===== src/rtl/uart_hs_flow_pkg.sv =====
package uart_hs_flow_pkg;

  localparam int unsigned NUM_LVL = 4;

  typedef int unsigned lvl_tab_t [NUM_LVL];

  // Receive trigger levels, in ascending order; the order sets the hysteresis band.
  localparam lvl_tab_t TRIG_TAB = '{8, 16, 56, 60};

  typedef struct packed {
    logic trig_hit;       // count at/above selected trigger level
    logic upper_hit;      // count at/above level one step up
    logic lower_release;  // count below level one step down (or empty at the bottom)
  } fill_cmp_t;

endpackage


===== src/rtl/flow_thresh.sv =====
module flow_thresh
  import uart_hs_flow_pkg::*;
#(
  parameter int unsigned DEPTH = 64,
  parameter int unsigned CNT_W = $clog2(DEPTH + 1),
  parameter int unsigned SEL_W = $clog2(NUM_LVL)
) (
  input  logic [CNT_W-1:0] rx_count,
  input  logic [SEL_W-1:0] trig_sel,
  output fill_cmp_t        cmp
);

  logic [CNT_W-1:0] lvl_v [NUM_LVL];
  logic [CNT_W-1:0] up_v  [NUM_LVL];
  logic [CNT_W-1:0] lo_v  [NUM_LVL];

  for (genvar g = 0; g < NUM_LVL; g++) begin : g_lvl
    assign lvl_v[g] = CNT_W'(TRIG_TAB[g]);
    if (g == NUM_LVL - 1) begin : g_top
      assign up_v[g] = CNT_W'(DEPTH);
    end else begin : g_mid_up
      assign up_v[g] = CNT_W'(TRIG_TAB[g+1]);
    end
    if (g == 0) begin : g_bot
      assign lo_v[g] = '0;
    end else begin : g_mid_lo
      assign lo_v[g] = CNT_W'(TRIG_TAB[g-1]);
    end
  end

  logic [CNT_W-1:0] sel_lvl, sel_up, sel_lo;

  always_comb begin
    sel_lvl = lvl_v[trig_sel];
    sel_up  = up_v[trig_sel];
    sel_lo  = lo_v[trig_sel];
  end

  always_comb begin
    cmp.trig_hit  = (rx_count >= sel_lvl);
    cmp.upper_hit = (rx_count >= sel_up);
    if (sel_lo == '0) begin
      cmp.lower_release = (rx_count == '0);
    end else begin
      cmp.lower_release = (rx_count < sel_lo);
    end
  end

endmodule


===== src/rtl/flow_rts_ctrl.sv =====
module flow_rts_ctrl
  import uart_hs_flow_pkg::*;
(
  input  logic      clk,
  input  logic      rst_n,
  input  fill_cmp_t cmp,
  input  logic      auto_rts_en,
  input  logic      host_rts,
  output logic      rts_n,
  output logic      rx_trig_irq
);

  logic auto_on;
  logic hold_q, hold_d;
  logic rts_n_q, rts_n_d;
  logic irq_q, irq_d;
  logic upd_en;

  assign auto_on = auto_rts_en & host_rts;
  assign upd_en  = 1'b1;

  always_comb begin
    hold_d = hold_q;
    if (!auto_on) begin
      hold_d = 1'b0;
    end else if (cmp.upper_hit) begin
      hold_d = 1'b1;
    end else if (cmp.lower_release) begin
      hold_d = 1'b0;
    end
    rts_n_d = ~host_rts | hold_d;
    irq_d   = cmp.trig_hit;
  end

  always_ff @(posedge clk or negedge rst_n) begin
    if (!rst_n) begin
      hold_q  <= 1'b0;
      rts_n_q <= 1'b1;
      irq_q   <= 1'b0;
    end else if (upd_en) begin
      hold_q  <= hold_d;
      rts_n_q <= rts_n_d;
      irq_q   <= irq_d;
    end
  end

  assign rts_n       = rts_n_q;
  assign rx_trig_irq = irq_q;

  a_r2_irq_set: assert property (@(posedge clk) disable iff (!rst_n)
    cmp.trig_hit |=> rx_trig_irq);
  a_r2_irq_clr: assert property (@(posedge clk) disable iff (!rst_n)
    !cmp.trig_hit |=> !rx_trig_irq);
  a_r3_upper_deassert: assert property (@(posedge clk) disable iff (!rst_n)
    (auto_on && cmp.upper_hit) |=> rts_n);
  a_r4_lower_reassert: assert property (@(posedge clk) disable iff (!rst_n)
    (auto_on && cmp.lower_release && !cmp.upper_hit) |=> !rts_n);
  a_r5_host_gate: assert property (@(posedge clk) disable iff (!rst_n)
    !host_rts |=> rts_n);
  a_r6_plain_output: assert property (@(posedge clk) disable iff (!rst_n)
    !auto_rts_en |=> (rts_n == !$past(host_rts)));

endmodule


===== src/rtl/flow_cts_gate.sv =====
module flow_cts_gate #(
  parameter int unsigned SYNC_STAGES = 2
) (
  input  logic clk,
  input  logic rst_n,
  input  logic cts_n,
  input  logic auto_cts_en,
  output logic tx_allow
);

  logic [SYNC_STAGES-1:0] sync_q, sync_d;
  logic cts_n_s;

  always_comb begin
    sync_d = {sync_q[SYNC_STAGES-2:0], cts_n};
  end

  always_ff @(posedge clk or negedge rst_n) begin
    if (!rst_n) begin
      sync_q <= '1;
    end else begin
      sync_q <= sync_d;
    end
  end

  assign cts_n_s  = sync_q[SYNC_STAGES-1];
  assign tx_allow = ~auto_cts_en | ~cts_n_s;

  // Cycles since reset, saturating; keeps the delay check inside history.
  logic [1:0] age_q;
  always_ff @(posedge clk or negedge rst_n) begin
    if (!rst_n) begin
      age_q <= 2'd0;
    end else if (age_q != 2'd2) begin
      age_q <= age_q + 2'd1;
    end
  end

  if (SYNC_STAGES == 2) begin : g_chk2
    a_r9_two_stage: assert property (@(posedge clk) disable iff (!rst_n)
      (age_q == 2'd2 && auto_cts_en) |-> (tx_allow == !$past(cts_n, 2)));
  end

  a_r8_gate_off: assert property (@(posedge clk) disable iff (!rst_n)
    (auto_cts_en && $past(sync_q[0]) && age_q == 2'd2) |-> !tx_allow);

endmodule


===== src/rtl/uart_hs_flow.sv =====
module uart_hs_flow
  import uart_hs_flow_pkg::*;
#(
  parameter int unsigned DEPTH       = 64,
  parameter int unsigned SYNC_STAGES = 2,
  localparam int unsigned CNT_W      = $clog2(DEPTH + 1),
  localparam int unsigned SEL_W      = $clog2(NUM_LVL)
) (
  input  logic             clk,
  input  logic             rst_n,
  input  logic [CNT_W-1:0] rx_count,
  input  logic [SEL_W-1:0] trig_sel,
  input  logic             auto_rts_en,
  input  logic             auto_cts_en,
  input  logic             host_rts,
  input  logic             cts_n,
  output logic             rts_n,
  output logic             tx_allow,
  output logic             rx_trig_irq
);

  fill_cmp_t cmp;

  flow_thresh #(
    .DEPTH (DEPTH),
    .CNT_W (CNT_W),
    .SEL_W (SEL_W)
  ) u_thresh (
    .rx_count (rx_count),
    .trig_sel (trig_sel),
    .cmp      (cmp)
  );

  flow_rts_ctrl u_rts (
    .clk         (clk),
    .rst_n       (rst_n),
    .cmp         (cmp),
    .auto_rts_en (auto_rts_en),
    .host_rts    (host_rts),
    .rts_n       (rts_n),
    .rx_trig_irq (rx_trig_irq)
  );

  flow_cts_gate #(
    .SYNC_STAGES (SYNC_STAGES)
  ) u_cts (
    .clk         (clk),
    .rst_n       (rst_n),
    .cts_n       (cts_n),
    .auto_cts_en (auto_cts_en),
    .tx_allow    (tx_allow)
  );

endmodule


===== config.mk =====
export PLATFORM = sky130hd
export DESIGN_NAME = uart_hs_flow
export DESIGN_NICKNAME = d
export VERILOG_FILES = /design/src/rtl/uart_hs_flow_pkg.sv /design/src/rtl/flow_thresh.sv /design/src/rtl/flow_rts_ctrl.sv /design/src/rtl/flow_cts_gate.sv /design/src/rtl/uart_hs_flow.sv
export SDC_FILE = /design/constraint.sdc
export NUM_CORES = 1
export LEC_CHECK = 0
export ABC_AREA = 1
export BUFFER_PORTS_ARGS = -buffer_cell sky130_fd_sc_hd__clkbuf_2
export CAP_MARGIN = 40
export CORE_AREA = 2 2 39 41
export CTS_CLUSTER_SIZE = 8
export DETAILED_ROUTE_END_ITERATION = 8
export DIE_AREA = 0 0 41 43
export PLACE_DENSITY = 0.66
export SLEW_MARGIN = 20
export SYNTH_ARGS = -nofsm -noshare
export SYNTH_HDL_FRONTEND = slang
export SYNTH_SLANG_ARGS = --single-unit

===== constraint.sdc =====
create_clock -name clk -period 1.4 [get_ports clk]
set_input_delay 0.07 -clock clk [delete_from_list [all_inputs] [get_ports clk]]
set_output_delay 0.07 -clock clk [all_outputs]
set_load 0.01 [all_outputs]

==> run summary <==
Outcome -> completed
Antenna violations before repair -> 0
Worst slew margin relative to its limit -> 0.912
RSZ-0062 raised after global routing -> no
Ys Warns -> 0
Max Clock Skew -> 0.00298 ns
Fillers -> 135
Worst slew pin tran -> 0.131 ns
Hpwl dp -> 923 um
Post-Route WL -> 1.08 mm
Most used DFF post-synth -> dfstp_2
Setup-failing EPs final -> 0
Mapped Nets -> 104
Clock transition at the registers of the reported paths -> 0.04 ns
NetSw -> 0.142 mW
Num CTS Buffers -> 3
First-pass GRT wire length -> 1.86 mm
WP data arrival -> 1.32 ns
CP Class -> in2reg
Pre-Repair DR Iteration Count -> 4
Crit-path max cell delay -> 0.27 ns
Mean Syn Cell Area -> 7.06 um^2
Max Fanout on Critical Path -> 4
Largest net degree at the start of global routing -> 6
Root Buffer -> clkbuf_4
Required time worst endpoint -> 1.53 ns
Starting Density -> 0.388
I/O pins -> 18
Dpl ws -> -0.0552 ns
Final ANT Viol Nets -> 0
H-Tree Depth -> 1
Longest Clk Path Bufs -> 2
Clk pwr share -> 0.334
Die width -> 41 um
Antenna cells -> 0
# rows -> 14
TNS Setup -> 0 ns
Final hold viol count -> 0
R2R Setup Slk -> 0.70 ns
Final Max Slew Viols -> 0
Die H -> 43 um
CP startpoint kind -> input pin
Critical Path Sink Type -> flip-flop
Post-synth EDFFs -> 0
Layout cells sized above 1 -> 0.311
Pint -> 0.338 mW
Final Wtd Congestion -> 0.824
Core area -> 0.00138 mm^2
Total power -> 0.480 mW
Final #Nets -> 132
Area growth, synth to finish -> 34.3%
Critical path's slowest cell -> ha_1
Yosys cell types -> 14
Sequential cell area fraction in the yosys report -> 0.240
IO buf count -> 17
PD cells -> 666 mW/mm^2
Vias -> 526
Initial DRC Count -> 4
Cells along the critical path -> clkbuf_2 > ha_1 > inv_1 > ha_1 > inv_1 > o21bai_1 > a21oi_1 > nand2_1 > nor2_1 > nand2_1 > nand2_1 > inv_1
CTS tree -> done
Tmin final -> 1.19 ns
Gr ovfl total -> 0
Post-Synthesis Cells -> 76
Max-cap violations -> 0
Setup slack after layout -> 0.213 ns
DR WL/cell -> 9.04 um
LEAKAGE -> 0.437 nW
Number of gates resized after CTS -> 0
All-Layer GR Usage -> 0.155
Comb power frac -> 0.329
Clk sink count -> 5
Number of global-route vias before repair -> 510
Full die area -> 0.00176 mm^2
Mapped Area -> 537 um^2
Sw Share -> 0.296
FFs w/ async S/R, synth -> 1.00
Worst hold path type -> in2reg
Worst-Skew Late Latency -> 0.24 ns
Drt drc -> 0
Tcrit/Tclk final -> 0.848
Worst VDD drop -> 0.000320 V
Register share of total power -> 0.337
Fmax -> 842 MHz
Synthesized flop and latch total -> 5
Vias per cell -> 4.42
## layout by cell type, fill, tap and decap left out, drive strengths merged
master and instances:
o21ai 1, buf 3, o21bai 1, dfstp 3, dlygate4sd3 3, nand2 25, inv 15, nand3b 1
ha 13, nand3 2, clkbuf 21, dfrtp 2, nor2 10, a21oi 3
## stage by stage
step	instance area (um^2)	std cells	util	hold slack [ns]
after global routing	721	119	0.521	0.0860
after floorplan	537	76	-	-0.226
final	721	119	0.521	0.0839
after CTS	721	119	0.521	0.0767
after global placement	664	112	0.480	-0.113
after detailed placement	664	112	0.480	-0.110
## power by group through the flow
stage | logic (mW) | registers (mW) | clock network (mW)
2_1_floorplan | 0.0891 | 0.166 | 0
3_3_place_gp | 0.148 | 0.163 | 0
6_report | 0.158 | 0.162 | 0.160
4_1_cts | 0.160 | 0.162 | 0.168
3_5_place_dp | 0.153 | 0.164 | 0
5_1_grt | 0.185 | 0.163 | 0.181
## routing by layer
metal | vias up | share of wire | routed length [um] | track usage
met5 | - | 0 | 0 | 0
met3 | 2 | 0.033 | 36 | 0.0314
met2 | 12 | 0.52 | 561 | 0.250
met1 | 224 | 0.43 | 462 | 0.172
li1 | 288 | - | - | -
met4 | 0 | 0.014 | 15 | 0.100
## cell usage after synthesis, types with 2 or more instances
| cell | instances | area, um^2 |
|---|---|---|
| nand2_1 | 23 | 86.3 |
| inv_1 | 14 | 52.6 |
| ha_1 | 13 | 163 |
| nor2_1 | 7 | 26.3 |
| a21oi_1 | 3 | 15.0 |
| dfstp_2 | 3 | 78.8 |
| nor2_2 | 3 | 18.8 |
| dfrtp_1 | 2 | 50.1 |
| nand2_2 | 2 | 12.5 |
| nand3_1 | 2 | 10.0 |
## flip-flops by register name (all words and copies together), names as in the netlist
register / cells
u_rts.rts_n: 1
u_rts.rx_trig_irq: 1
u_rts.hold_q: 1
u_cts.sync_q: 2
## area by class of cell
| class | count | area [um^2] | area share |
|---|---|---|---|
| inverter | 15 | 56.3 | 0.0781 |
| sequential | 5 | 129 | 0.179 |
| tap | 16 | 20.0 | 0.0278 |
| clock buffer | 4 | 26.3 | 0.0365 |
| multi-input combinational | 56 | 352 | 0.488 |
| timing repair buffer | 23 | 138 | 0.191 |
## repair_timing
item / CTS / global route
setup buffers: 0 / 0
hold buffers: 3 / 0
hold endpoints to repair: 7 / 0
## final timing paths
check / start / cells after the start / end
worst min-delay path: rx_count[6] / 3 / u_rts.rx_trig_irq
min in group asynchronous: rst_n / 2 / u_rts.hold_q
worst max-delay path: trig_sel[0] / 12 / u_rts.hold_q
worst max register to register: u_rts.hold_q / 4 / u_rts.hold_q
worst min register to register: u_cts.sync_q[0] / 0 / u_cts.sync_q[1]
max in group asynchronous: rst_n / 2 / u_cts.sync_q[0]
## cell families (layout without fill, tap and decap cells)
group	count (synthesis)	after routing	synth area share
and+or+nand+nor	38	38	0.301
buffers and inverters	15	42	0.105
adders and majority gates	13	13	0.303
AOI/OAI and AO/OA	5	5	0.0513
DFF	5	5	0.240
## critical path, delay by kind of cell
kind	cells	cell delay, ns
adder cells (fa/ha/maj)	2	0.47
buffers and inverters	4	0.31
AND/OR/NAND/NOR	4	0.28
AO/OA/AOI/OAI	2	0.18
(Power assumes the default switching activity.)
